**config.mk**
```make
export PLATFORM = sky130hd
export DESIGN_NAME = bwrom_rdctl
export DESIGN_NICKNAME = d
export VERILOG_FILES = /design/src/rtl/bwrom_pkg.sv /design/src/rtl/bwrom_timer.sv /design/src/rtl/bwrom_seq.sv /design/src/rtl/bwrom_port.sv /design/src/rtl/bwrom_rdctl.sv
export SDC_FILE = /design/constraint.sdc
export NUM_CORES = 1
export LEC_CHECK = 0
export BUFFER_PORTS_ARGS = -buffer_cell sky130_fd_sc_hd__buf_4
export CORE_MARGIN = 2
export CORE_UTILIZATION = 47
export DETAILED_ROUTE_END_ITERATION = 8
export PLACE_DENSITY = 0.9
export RECOVER_POWER = 50
export SYNTH_ARGS = -nofsm -noshare
export SYNTH_HDL_FRONTEND = slang
export SYNTH_SLANG_ARGS = --single-unit
```
**constraint.sdc**
```tcl
create_clock -name clk -period 2.4 [get_ports clk]
set_clock_uncertainty 0.15 [all_clocks]
set_input_delay 0 -clock clk [delete_from_list [all_inputs] [get_ports clk]]
set_output_delay 0 -clock clk [all_outputs]
set_load 0.05 [all_outputs]
```
**src/rtl/bwrom_pkg.sv**
```systemverilog
`timescale 1ns/1ps
package bwrom_pkg;

   typedef enum logic [1:0] {
      ST_IDLE   = 2'd0,
      ST_ACCESS = 2'd1,
      ST_FLOAT  = 2'd2
   } bw_state_t;

   // Whole clock cycles covering a nanosecond figure.
   function automatic int unsigned wait_cycles(input int unsigned t_ns, input int unsigned p_ns);
      return (t_ns + p_ns - 1) / p_ns;
   endfunction

   function automatic int unsigned max2(input int unsigned a, input int unsigned b);
      return (a > b) ? a : b;
   endfunction

endpackage

```
**src/rtl/bwrom_timer.sv**
```systemverilog
`timescale 1ns/1ps
module bwrom_timer #(
   parameter int unsigned CW = 5
) (
   input  logic          clk,
   input  logic          rst,
   input  logic          load,
   input  logic [CW-1:0] load_val,
   output logic          done
);
   logic [CW-1:0] cnt;

   always_ff @(posedge clk) begin
      if (rst)
         cnt <= '0;
      else if (load)
         cnt <= load_val;
      else if (cnt != '0)
         cnt <= cnt - 1'b1;
   end

   assign done = (cnt == '0);
endmodule

```
**src/rtl/bwrom_seq.sv**
```systemverilog
`timescale 1ns/1ps
module bwrom_seq
   import bwrom_pkg::*;
#(
   parameter int unsigned SAMPLE_W = 25,
   parameter int unsigned FLOAT_W  = 5,
   parameter int unsigned CW       = 5
) (
   input  logic          clk,
   input  logic          rst,
   input  logic          req,
   input  logic          tmr_done,
   output logic          ready,
   output logic          accept,
   output logic          capture,
   output logic          active,
   output logic          tmr_load,
   output logic [CW-1:0] tmr_val
);
   localparam logic [CW-1:0] LD_ACC = CW'(SAMPLE_W - 1);
   localparam logic [CW-1:0] LD_FLT = CW'((FLOAT_W > 0) ? FLOAT_W - 1 : 0);
   localparam bit            HAS_FLOAT = (FLOAT_W > 0);

   bw_state_t state, state_nx;

   always_comb begin
      ready    = (state == ST_IDLE);
      active   = (state == ST_ACCESS);
      accept   = ready && req;
      capture  = active && tmr_done;
      tmr_load = accept || (capture && HAS_FLOAT);
      tmr_val  = accept ? LD_ACC : LD_FLT;
      state_nx = state;
      case (state)
         ST_IDLE:   if (req) state_nx = ST_ACCESS;
         ST_ACCESS: if (tmr_done) state_nx = HAS_FLOAT ? ST_FLOAT : ST_IDLE;
         ST_FLOAT:  if (tmr_done) state_nx = ST_IDLE;
         default:   state_nx = ST_IDLE;
      endcase
   end

   always_ff @(posedge clk) begin
      if (rst) state <= ST_IDLE;
      else     state <= state_nx;
   end

   // no access may start while the previous one is in its float wait
   assert_no_restart_in_float_R8: assert property (@(posedge clk) disable iff (rst)
      (state == ST_FLOAT) |=> (state != ST_ACCESS));
endmodule

```
**src/rtl/bwrom_port.sv**
```systemverilog
`timescale 1ns/1ps
module bwrom_port #(
   parameter int unsigned AW = 22
) (
   input  logic          clk,
   input  logic          rst,
   input  logic          accept,
   input  logic          capture,
   input  logic [AW:0]   host_addr,
   input  logic          host_byte,
   input  logic [15:0]   mem_q,
   output logic [AW-1:0] mem_addr,
   output logic          mem_wsel,
   output logic          mem_a_lsb,
   output logic          mem_a_lsb_oe,
   output logic [15:0]   rd_data,
   output logic          rd_valid
);
   localparam int unsigned LANES = 2;

   logic [AW:0] lat_addr;
   logic        lat_byte;
   logic [7:0]  lane_q [LANES];

   always_ff @(posedge clk) begin
      if (rst) begin
         lat_addr <= '0;
         lat_byte <= 1'b0;
      end else if (accept) begin
         lat_addr <= host_addr;
         lat_byte <= host_byte;
      end
   end

   always_comb begin
      mem_addr     = lat_byte ? lat_addr[AW:1] : lat_addr[AW-1:0];
      mem_a_lsb    = lat_byte & lat_addr[0];
      mem_a_lsb_oe = lat_byte;
      mem_wsel     = ~lat_byte;
   end

   for (genvar g = 0; g < LANES; g++) begin : g_lane
      if (g == 0) begin : g_low
         always_ff @(posedge clk) begin
            if (rst)          lane_q[g] <= '0;
            else if (capture) lane_q[g] <= mem_q[7:0];
         end
      end else begin : g_high
         always_ff @(posedge clk) begin
            if (rst)          lane_q[g] <= '0;
            else if (capture) lane_q[g] <= lat_byte ? 8'h00 : mem_q[8*g +: 8];
         end
      end
   end

   always_ff @(posedge clk) begin
      if (rst) rd_valid <= 1'b0;
      else     rd_valid <= capture;
   end

   assign rd_data = {lane_q[1], lane_q[0]};

   // a byte-mode result never carries upper-lane bits
   assert_byte_upper_zero_R3: assert property (@(posedge clk) disable iff (rst)
      (rd_valid && !mem_wsel) |-> (rd_data[15:8] == 8'h00));
endmodule

```
**src/rtl/bwrom_rdctl.sv**
```systemverilog
`timescale 1ns/1ps
module bwrom_rdctl
   import bwrom_pkg::*;
#(
   parameter int unsigned AW            = 22,
   parameter int unsigned CLK_PERIOD_NS = 4,
   parameter int unsigned T_ADDR_ACC_NS = 100,
   parameter int unsigned T_CE_ACC_NS   = 100,
   parameter int unsigned T_OE_ACC_NS   = 50,
   parameter int unsigned T_FLOAT_NS    = 20,
   parameter int unsigned T_CYCLE_NS    = 100
) (
   input  logic          clk,
   input  logic          rst,
   input  logic          req,
   input  logic [AW:0]   host_addr,
   input  logic          host_byte,
   output logic          ready,
   output logic [15:0]   rd_data,
   output logic          rd_valid,
   output logic [AW-1:0] mem_addr,
   output logic          mem_ce_n,
   output logic          mem_oe_n,
   output logic          mem_wsel,
   output logic          mem_a_lsb,
   output logic          mem_a_lsb_oe,
   input  logic [15:0]   mem_q
);
   localparam int unsigned SAMPLE_W = max2(max2(wait_cycles(T_ADDR_ACC_NS, CLK_PERIOD_NS),
                                                wait_cycles(T_CE_ACC_NS, CLK_PERIOD_NS)),
                                           wait_cycles(T_OE_ACC_NS, CLK_PERIOD_NS));
   localparam int unsigned RC_W     = wait_cycles(T_CYCLE_NS, CLK_PERIOD_NS);
   localparam int unsigned FLOAT_W  = max2(wait_cycles(T_FLOAT_NS, CLK_PERIOD_NS),
                                           (RC_W > SAMPLE_W) ? RC_W - SAMPLE_W : 0);
   localparam int unsigned CNT_W    = $clog2(max2(SAMPLE_W, FLOAT_W) + 1);

   initial begin
      assert (AW >= 2) else $error("AW must be at least 2");
      assert (CLK_PERIOD_NS > 0) else $error("clock period must be positive");
      assert (T_ADDR_ACC_NS > 0 && T_CE_ACC_NS > 0) else $error("access times must be positive");
   end

   logic              accept, capture, active, tmr_load, tmr_done;
   logic [CNT_W-1:0]  tmr_val;

   bwrom_timer #(.CW(CNT_W)) u_timer (
      .clk(clk), .rst(rst), .load(tmr_load), .load_val(tmr_val), .done(tmr_done)
   );

   bwrom_seq #(.SAMPLE_W(SAMPLE_W), .FLOAT_W(FLOAT_W), .CW(CNT_W)) u_seq (
      .clk(clk), .rst(rst), .req(req), .tmr_done(tmr_done), .ready(ready),
      .accept(accept), .capture(capture), .active(active),
      .tmr_load(tmr_load), .tmr_val(tmr_val)
   );

   bwrom_port #(.AW(AW)) u_port (
      .clk(clk), .rst(rst), .accept(accept), .capture(capture),
      .host_addr(host_addr), .host_byte(host_byte), .mem_q(mem_q),
      .mem_addr(mem_addr), .mem_wsel(mem_wsel), .mem_a_lsb(mem_a_lsb),
      .mem_a_lsb_oe(mem_a_lsb_oe), .rd_data(rd_data), .rd_valid(rd_valid)
   );

   assign mem_ce_n = ~active;
   assign mem_oe_n = ~active;

   // Run-length counters of the enable line, used only by the checks below.
   localparam logic [CNT_W:0] LOW_SAT  = (CNT_W+1)'(SAMPLE_W + 1);
   localparam logic [CNT_W:0] HIGH_SAT = (CNT_W+1)'(FLOAT_W + 1);
   logic [CNT_W:0] low_run, high_run;

   always_ff @(posedge clk) begin
      if (rst) begin
         low_run  <= '0;
         high_run <= HIGH_SAT;
      end else if (mem_ce_n) begin
         high_run <= (high_run >= HIGH_SAT) ? HIGH_SAT : high_run + 1'b1;
      end else begin
         high_run <= '0;
         low_run  <= (high_run != '0) ? (CNT_W+1)'(1) :
                     ((low_run >= LOW_SAT) ? LOW_SAT : low_run + 1'b1);
      end
   end

   // busy while the memory is enabled
   assert_busy_while_enabled_R5: assert property (@(posedge clk) disable iff (rst)
      !mem_ce_n |-> !ready);

   // valid lasts one cycle
   assert_valid_single_R4: assert property (@(posedge clk) disable iff (rst)
      rd_valid |=> !rd_valid);

   // data captured after exactly the access wait
   assert_access_window_R4: assert property (@(posedge clk) disable iff (rst)
      rd_valid |-> (low_run == (CNT_W+1)'(SAMPLE_W)));

   // enables stay released for the float wait before a new access
   assert_float_gap_R6: assert property (@(posedge clk) disable iff (rst)
      $fell(mem_ce_n) |-> (high_run >= (CNT_W+1)'(FLOAT_W)));

   // top pin only turns to output after the float wait
   assert_pin_turn_R6: assert property (@(posedge clk) disable iff (rst)
      $rose(mem_a_lsb_oe) |-> (high_run >= (CNT_W+1)'(FLOAT_W)));

   // organization select is frozen while busy
   assert_mode_frozen_R7: assert property (@(posedge clk) disable iff (rst)
      !ready |=> $stable(mem_wsel));
endmodule

```
Word-level counts from Yosys, hierarchy flattened:

Memories as Yosys holds them, arrays and structs flattened.
Index checks and enable logic that the tools add are counted.

* muxes and demuxes: 16
* bitwise logic cells: 5
* reductions and logical operators: 8
* add/subtract/negate cells: 1
* equality and inequality tests: 5

Operator list (count)
* 2-to-1 mux 8 bit: 3
* 2-to-1 mux 22 bit: 1
* 2-to-1 mux 5 bit: 3
* 2-to-1 mux 2 bit: 3
* one-hot mux 2 bit (3 select lines): 1
* logical NOT 5 bit: 1
* 2-to-1 mux 1 bit: 5
* nonzero test 5 bit: 1
* subtractor 5 x 1 -> 5 bit, second input constant: 1
* != test 2 x 1 -> 1 bit, second input constant: 2
* AND reduction 3 bit: 1
* == test 2 x 1 -> 1 bit, second input constant: 1
* == test 2 bit, second input constant: 1
* logical AND 1 bit: 2
* logical NOT 2 bit: 1
* != test 2 bit, second input constant: 1
* inverter 1 bit: 2
* OR 1 bit: 2
* nonzero test 2 bit: 1
* AND 1 bit: 1
* logical OR 1 bit: 1

* register bits: 32
* bits in writable memories: 16
* memories: 1
* logic and storage cells: 41

Memories
* u_port.lane_q: words 2, width 8, read ports 2, clocked after Yosys merged registers in 0, write ports 2, RTL line bwrom_port.sv:23 `logic [7:0] lane_q [LANES];`

Longest topological paths before layout:

Gate-level depths: netlist (run 1).

* depth after elaboration: 6
* depth in mapped cells: 6

Modules after synthesis:

A second synthesis (run 1) with hierarchy kept.

* cells, all modules: 195
* area total of the unflattened synthesis: 2307.2 um2

Modules (own cells, without submodules)
* bwrom_port: times used 1, area each 1856.8 um2, cells each 142
* bwrom_timer: times used 1, area each 287.8 um2, cells each 32
* bwrom_seq: times used 1, area each 151.4 um2, cells each 19
* bwrom_rdctl: times used 1, area each 11.3 um2, cells each 2

Worst setup path after synthesis (run 1):

Ideal clock, no wire load.

* kind: register to register
* start: reg u_timer.cnt[0]
* end: mem u_port.lane_q[0][0], enable pin
* cell stages (with the launch flop): 6
* data arrival time: 1.567 ns
* slack: 0.309 ns
* path buffers: 0
* library setup time: 0.375 ns
* required time: 1.875 ns
* period minus slack after synthesis: 2.091 ns
* cells stage by stage: dfxtp_1 -> inv_1 -> ha_1 -> nor4b_1 -> nand2_1 -> nand2b_1

RTL lines
* start: declaration: RTL line bwrom_timer.sv:11 `logic [CW-1:0] cnt;`
* start signal: assignment: RTL line bwrom_timer.sv:17 `cnt <= load_val;`
* start signal: assignment: RTL line bwrom_timer.sv:19 `cnt <= cnt - 1'b1;`
* end: declaration: RTL line bwrom_port.sv:23

Worst setup path after layout (run 1):

* start: reg u_port.lat_byte (netlist: u_port.mem_a_lsb_oe)
* end: out mem_addr[3]

* word-level cells in the longest chain between the ends: 1

Ends and longest elaborated chain
* start: declaration: RTL line bwrom_port.sv:22 `logic lat_byte;`
* start signal: assignment: RTL line bwrom_port.sv:31 `lat_byte <= host_byte;`
* 2-to-1 mux 22 bit: RTL line bwrom_port.sv:36 `mem_addr = lat_byte ? lat_addr[AW:1] : lat_addr[AW-1:0];`
* end: declaration: RTL line bwrom_rdctl.sv:21 `output logic [AW-1:0] mem_addr,`

Every way passes these cells.

==> flow_summary_export.csv, run 1 <==
group,metric,value,unit
worst_setup_path,worst_ep_arrival_time,2.09,ns
layout,nFillCells,281,
timing,setup_violations,0,
logic_synthesis,yosys_register_bits,48,
clock_tree,path_clk_slew,0.09,ns
grt,overflow,0,
worst_setup_path,r2r-start,"u_timer.cnt[0]",
clock_tree,numCtsBuffers,5,
logic_synthesis,synthTopCellsByCount,"dfxtp_1 (32), nor2_1 (26), mux2i_1 (24), mux2_2 (22), and2_1 (17)",
placed_design,port_buffers,87,
clock_tree,cts_tree,"built",
placed_design,dp_hpwl,3230,um
hold_path,hold_class,"primary input to flip-flop",
worst_setup_path,cp_slowest_cell,"dfxtp_1",
worst_setup_path,crit_path_end_kind,"primary output",
logic_synthesis,synth_compound_area_share,2.96,%
power_and_ir_drop,power.density,847,nW/um2
logic_synthesis,synth.most_common_cell,"dfxtp_1",
logic_synthesis,ys_seq_area_share,53.1,%
clock_tree,cts_sinks,48,
power_and_ir_drop,clkPwrFrac,20.1,%
timing,period_needed,2.24,ns
die,core,4350,um2
worst_setup_path,slowest_delay,0.61,ns
worst_setup_path,critical_path_class,"flip-flop to primary output",
clock_tree,cts.repair.resized,0,
die,start_util,48.5,%
flow_run,maxCapViolCount,0,
logic_synthesis,avgSynthCellArea,11.6,um2
routing,via_per_inst,5.07,
worst_setup_path,reg2reg_to,"u_port.lane_q[0][5]",
routing,drt_wl_total,6340,um
grt,grt_first_pass_wirelength,10000,um
routing,drt_iter0_markers,79,
worst_setup_path,start_kind,"flip-flop",
logic_synthesis,synth_fa_ha_area_share,0.592,%
logic_synthesis,syn_nets,226,
grt,track_usage,25.8,%
grt,grt_pass1_vias,2123,
worst_setup_path,crit_chain,"clkbuf_2, mux2_2, clkbuf_2",
clock_tree,root_buffer,"clkbuf_8",
power_and_ir_drop,power,2.88,mW
logic_synthesis,muxShareOfSynthArea,23.1,%
layout,diodes,0,
logic_synthesis,async_flop_share,0,%
placed_design,gp_congestion,0.724,
worst_setup_path,startpoint,"u_port.mem_a_lsb_oe",
logic_synthesis,synthFlopType,"dfxtp_1",
logic_synthesis,syn_area,2110,um2
worst_setup_path,crit_buf_inv,2,
timing,worstMarginPinSlew,0.638,ns
clock_tree,post_cts_buffers,0,
routing,vias,1951,
worst_setup_path,r2r_slack,0.22,ns
clock_tree,htree_levels,2,
grt,grt_max_degree,35,
worst_setup_path,crit_family,"buffers and inverters",
timing,tns,0,ns
logic_synthesis,yosysTopAreaCell,"dfxtp_1",
worst_setup_path,r2r_cells,6,
power_and_ir_drop,leakagePower,1.54,nW
die,dieArea,5050,um2
timing,finalHoldViolations,0,
power_and_ir_drop,power.switching,1.16,mW
die,die_h,71.0,um
logic_synthesis,synth_top_family_by_area,"multiplexers",
worst_setup_path,crit_required,2.25,ns
layout,nets,376,
die,rows,24,
hold_path,hold_end,"u_seq.state[0]",
grt,antenna_found_initial,0,
power_and_ir_drop,p_comb_share,42.4,%
logic_synthesis,yosys_warnings,0,
clock_tree,clk_path_buf_depth,2,
timing,min_period_over_period,93.4,%
hold_path,worstHoldStart,"req",
timing,slew_headroom,56.9,%
routing,wl_per_cell,16.5,um
power_and_ir_drop,power.sequential.fraction,37.5,%
status,status,"finished, final reports clean",
layout,drive_above_1_share,28.8,%
clock_tree,hold_buffers,64,
logic_synthesis,synth_cells,182,
routing,drtAntennaViolNets,0,
logic_synthesis,yosys.area_share.xor_xnor,0.415,%
die,ios,88,
routing,remaining_drc_errors,0,
logic_synthesis,synth-edff-count,16,
worst_setup_path,crit_top_cell,"clkbuf_2",
layout,syn_to_final_growth,61.3,%
worst_setup_path,critical_path_peak_fanout,19,
logic_synthesis,yosys.area_share.simple,15.4,%
power_and_ir_drop,switching_share,40.2,%
power_and_ir_drop,peakVddDrop,0.520,mV
hold_path,min_path_cells,4,
timing,grt_setup_unrepaired,"false",
routing,drt-pass1-iter-count,4,
timing,finalMaxSlewViolations,0,
die,dieWidth,71.0,um
logic_synthesis,netlist.area_leader.share,30.3,%
power_and_ir_drop,power.internal,1.73,mW
logic_synthesis,synth_area_leaders,"dfxtp_1 (30%), edfxtp_1 (23%), mux2_2 (12%)",
logic_synthesis,ys_types,32,
clock_tree,clock_latency,0.30,ns
timing,max_freq,446,MHz
[cell families after synthesis]
logic type               Yosys count
AND/OR/NAND/NOR                   58
XOR/XNOR                           1
adder cells (fa/ha/maj)            1
buffers and inverters             18
multiplexers                      46
AO/OA/AOI/OAI                     10
flip-flops                        48
[layer usage]
metal / global-route usage (%) / vias to the layer above / wire length, um
met5: 0 / - / 0
li1: - / 925 / -
met4: 9.64 / 0 / 155
met2: 47.1 / 96 / 3180
met3: 7.55 / 16 / 491
met1: 28.1 / 914 / 2520
[flip-flops by register name, indices dropped and copies added (netlist names)]
signal,flops
u_port.lane_q,16
u_port.lat_addr,23
u_port.mem_a_lsb_oe,1
u_port.rd_valid,1
u_seq.state,2
u_timer.cnt,5
[power groups by stage]
stage,Sequential [mW],Clock [mW],Combinational [mW]
2_1_floorplan,1.23,0,0.749
3_3_place_gp,1.08,0,1.14
3_5_place_dp,1.09,0,1.16
4_1_cts,1.07,0.589,1.28
5_1_grt,1.09,0.624,1.30
6_report,1.08,0.581,1.22
[how the worst max path moves through the flow]
stage	to	slack, ns	cells after the start
finish	mem_addr[3]	0.16	3
global route	u_port.lane_q[0][5]	0.05	6
CTS	u_port.lane_q[0][5]	0.26	6
detailed placement	u_port.lane_q[1][5]	0.28	6
global placement	u_port.lane_q[1][6]	0.39	6
floorplan	u_port.lane_q[0][0]	0.31	5
[cell usage in the layout (no fill, tap or decap), types with 2 or more instances in the layout]
| master | count |
|---|---|
| edfxtp_1 | 16 |
| clkbuf_8 | 5 |
| dfxtp_1 | 32 |
| clkbuf_2 | 15 |
| a21oi_1 | 5 |
| nand2_1 | 2 |
| mux2_1 | 2 |
| clkbuf_1 | 27 |
| mux2i_1 | 24 |
| mux2_2 | 20 |
| a211oi_1 | 2 |
| and2_1 | 16 |
| inv_1 | 6 |
| nor2_1 | 26 |
| dlygate4sd3_1 | 64 |
| buf_4 | 49 |
| nand3_1 | 2 |
[metrics by stage]
stage	utilization (%)	instance area, um2	instances	setup WS (ns)	hold WS (ns)
global placement	64.2	2790	313	0.385	0.0811
detailed placement	64.2	2790	313	0.275	0.0905
floorplan	-	2110	182	0.309	-0.00314
finish	78.2	3410	385	0.159	0.0362
global route	78.2	3410	385	0.0455	0.0424
CTS	81.4	3550	385	0.258	0.0223
[worst reg2reg max path, stage by stage, from the launching register on]
cell	delay, ns
dfxtp_1	0.34
inv_1	0.08
ha_1	0.21
nor4b_1	0.55
nand2_1	0.19
nand2b_1	0.11
buf_4	0.23
[cell type report]
class | instances | area [um2] | share of cell area (%)
repair buffers | 155 | 1180 | 34.8
flip-flops and latches | 48 | 1120 | 32.9
multi-input cells | 116 | 902 | 26.5
clock buffers | 5 | 68.8 | 2.02
well taps | 52 | 65.1 | 1.91
clock inverters | 3 | 42.5 | 1.25
inverters | 6 | 22.5 | 0.661
No activity file was read; power rests on OpenSTA's default activity.
==> run 2, diff against run 1 <==
ABC_CLOCK_PERIOD_IN_PS = 2100   (was not set)
clock period = 2.1 ns   (was 2.4 ns; I/O delays follow)
==> run 2 against run 1 <==
Against the previous run: sequential power rose by 17%; cell area rose by 5.9%; core utilization rose by 4.7 points; die area did not move; clock power rose by 19%; power rose by 25%; via count rose by 0.67%; combinational power rose by 34%; non-clock buffer count rose by 4; worst hold slack improved by 0.14 ns; critical path depth rose by 2; highest routed layer unchanged; flip-flop and latch count did not move.
==> flow_summary_export.csv, run 2 (synthesis gave the netlist of run 1 again) <==
group,metric,value,unit
timing,period_needed,2.05,ns
layout,final_common_cell,"buf_4",
layout,seqCellArea,1120,um2
placed_design,port_buffers,87,
power_and_ir_drop,p_comb_share,45.7,%
layout,post-route-cell-area,3610,um2
clock_tree,clk_path_buf_depth,2,
status,status,"finished, final reports clean",
grt,track_usage,27.5,%
layout,mostFrequentLayoutCells,"buf_4 (72), dlygate4sd3_1 (64), dfxtp_1 (30)",
layout,nets,380,
worst_setup_path,crit_required,2.15,ns
placed_design,dpl_cell_area,2830,um2
layout,reg_top3,"u_port.lat_addr x23, u_port.lane_q x16, u_timer.cnt x5",
clock_tree,clock_latency,0.31,ns
die,ios,88,
timing,tns,0,ns
die,die_h,71.0,um
clock_tree,path_clk_slew,0.08,ns
routing,via_per_inst,5.05,
die,core,4350,um2
worst_setup_path,start_kind,"flip-flop",
layout,diodes,0,
routing,drtAntennaViolNets,0,
clock_tree,htree_levels,2,
power_and_ir_drop,power.density,997,nW/um2
layout,largest_register,"u_port.lat_addr",
grt,grt_max_degree,35,
layout,multiInputGateArea,946,um2
layout,syn_to_final_growth,70.9,%
placed_design,gp_congestion,0.753,
worst_setup_path,crit_chain,"nor3b_4, buf_6, mux2i_1, nor2_1, dlygate4sd3_1",
power_and_ir_drop,leakagePower,1.63,nW
worst_setup_path,critical_path_class,"flip-flop to flip-flop",
layout,nFillCells,234,
hold_path,hold_class,"primary input to flip-flop",
grt,grt_pass1_vias,2106,
clock_tree,numCtsBuffers,5,
die,rows,24,
worst_setup_path,worst_ep_arrival_time,2.09,ns
placed_design,dp_hpwl,3300,um
power_and_ir_drop,peakVddDrop,0.561,mV
routing,drt-pass1-iter-count,4,
timing,grt_setup_unrepaired,"true",
grt,antenna_found_initial,0,
routing,vias,1964,
clock_tree,cts_sinks,48,
die,dieArea,5050,um2
timing,worstMarginPinSlew,0.657,ns
timing,slew_headroom,56.4,%
die,start_util,48.5,%
timing,max_freq,488,MHz
layout,drive_above_1_share,35.0,%
power_and_ir_drop,power.switching,1.40,mW
grt,grt_first_pass_wirelength,10500,um
worst_setup_path,critical_path_peak_fanout,14,
timing,finalHoldViolations,0,
power_and_ir_drop,power.internal,2.20,mW
grt,overflow,0,
die,dieWidth,71.0,um
timing,finalMaxSlewViolations,0,
clock_tree,cts_tree,"built",
worst_setup_path,crit_path_end_kind,"flip-flop",
clock_tree,root_buffer,"clkbuf_8",
timing,layout_setup_ws,0.0521,ns
power_and_ir_drop,power.sequential.fraction,35.1,%
routing,wl_per_cell,17.2,um
timing,setup_violations,0,
worst_setup_path,cp_slowest_cell,"dlygate4sd3_1",
routing,remaining_drc_errors,0,
timing,min_period_over_period,97.5,%
routing,drt_wl_total,6680,um
flow_run,maxCapViolCount,0,
worst_setup_path,slowest_delay,0.57,ns
routing,drt_iter0_markers,118,
placed_design,post-place-ws,0.0155,ns
power_and_ir_drop,clkPwrFrac,19.2,%
power_and_ir_drop,switching_share,38.9,%
layout,largest_reg_flops,23,
-- run 2: timing repair --
action | CTS | global route
buffers inserted | 0 | 2
endpoints found under the hold margin | 45 | 0
cloned | 0 | 2
gates resized for setup | 1 | 11
pin swaps | 0 | 3
endpoints found under the setup margin | 2 | 25
hold buffers | 65 | 0
-- run 2: worst max-delay path, delay by kind of cell (launching register included) --
kind / cells / cell delay (ns)
buf+inv: 2 / 0.82
simple gates: 2 / 0.38
flops: 1 / 0.35
mux: 1 / 0.24
-- run 2: layout make-up --
type	instances	share of cell area, %
Clock inverter	2	0.936
Clock buffer	6	2.29
Inverter	6	0.624
Tap cell	52	1.80
Timing Repair Buffer	159	37.0
Sequential cell	48	31.1
Multi-Input combinational cell	116	26.2
-- run 2: path summary, 6_finish.rpt --
| check | start | cells after the start | slack, ns | endpoint |
|---|---|---|---|---|
| worst max-delay path | u_seq.state[0] | 5 | 0.05 | u_port.lat_addr[9] |
| worst min-delay path | req | 5 | 0.18 | u_timer.cnt[4] |
| worst max register to register | u_seq.state[0] | 5 | 0.05 | u_port.lat_addr[9] |
| worst min register to register | u_timer.cnt[4] | 2 | 0.36 | u_timer.cnt[4] |
-- run 2: per-layer routing --
layer,wire length [um],GRT usage (%),vias to the layer above
li1,-,-,930
met1,2590,29.2,917
met2,3380,50.6,101
met3,517,7.83,16
met4,194,11.9,0
met5,0,0,-
-- run 2: metrics by stage --
| stage | power, mW | std cells | util, % | hold slack [ns] |
|---|---|---|---|---|
| final | 3.60 | 389 | 82.9 | 0.180 |
| after global routing | 3.75 | 389 | 82.9 | 0.193 |
| after detailed placement | 2.65 | 313 | 65.0 | 0.0929 |
| after floorplan | 2.27 | 182 | - | -0.00314 |
| after global placement | 2.61 | 313 | 65.0 | 0.0806 |
| after CTS | 3.48 | 386 | 82.7 | 0.177 |
-- run 2: power by group through the flow --
stage          logic, mW  registers (mW)  clock network (mW)
2_1_floorplan      0.856            1.41                   0
5_1_grt             1.74            1.28               0.729
3_3_place_gp        1.36            1.25                   0
3_5_place_dp        1.39            1.26                   0
4_1_cts             1.54            1.24               0.695
6_report            1.64            1.26               0.691
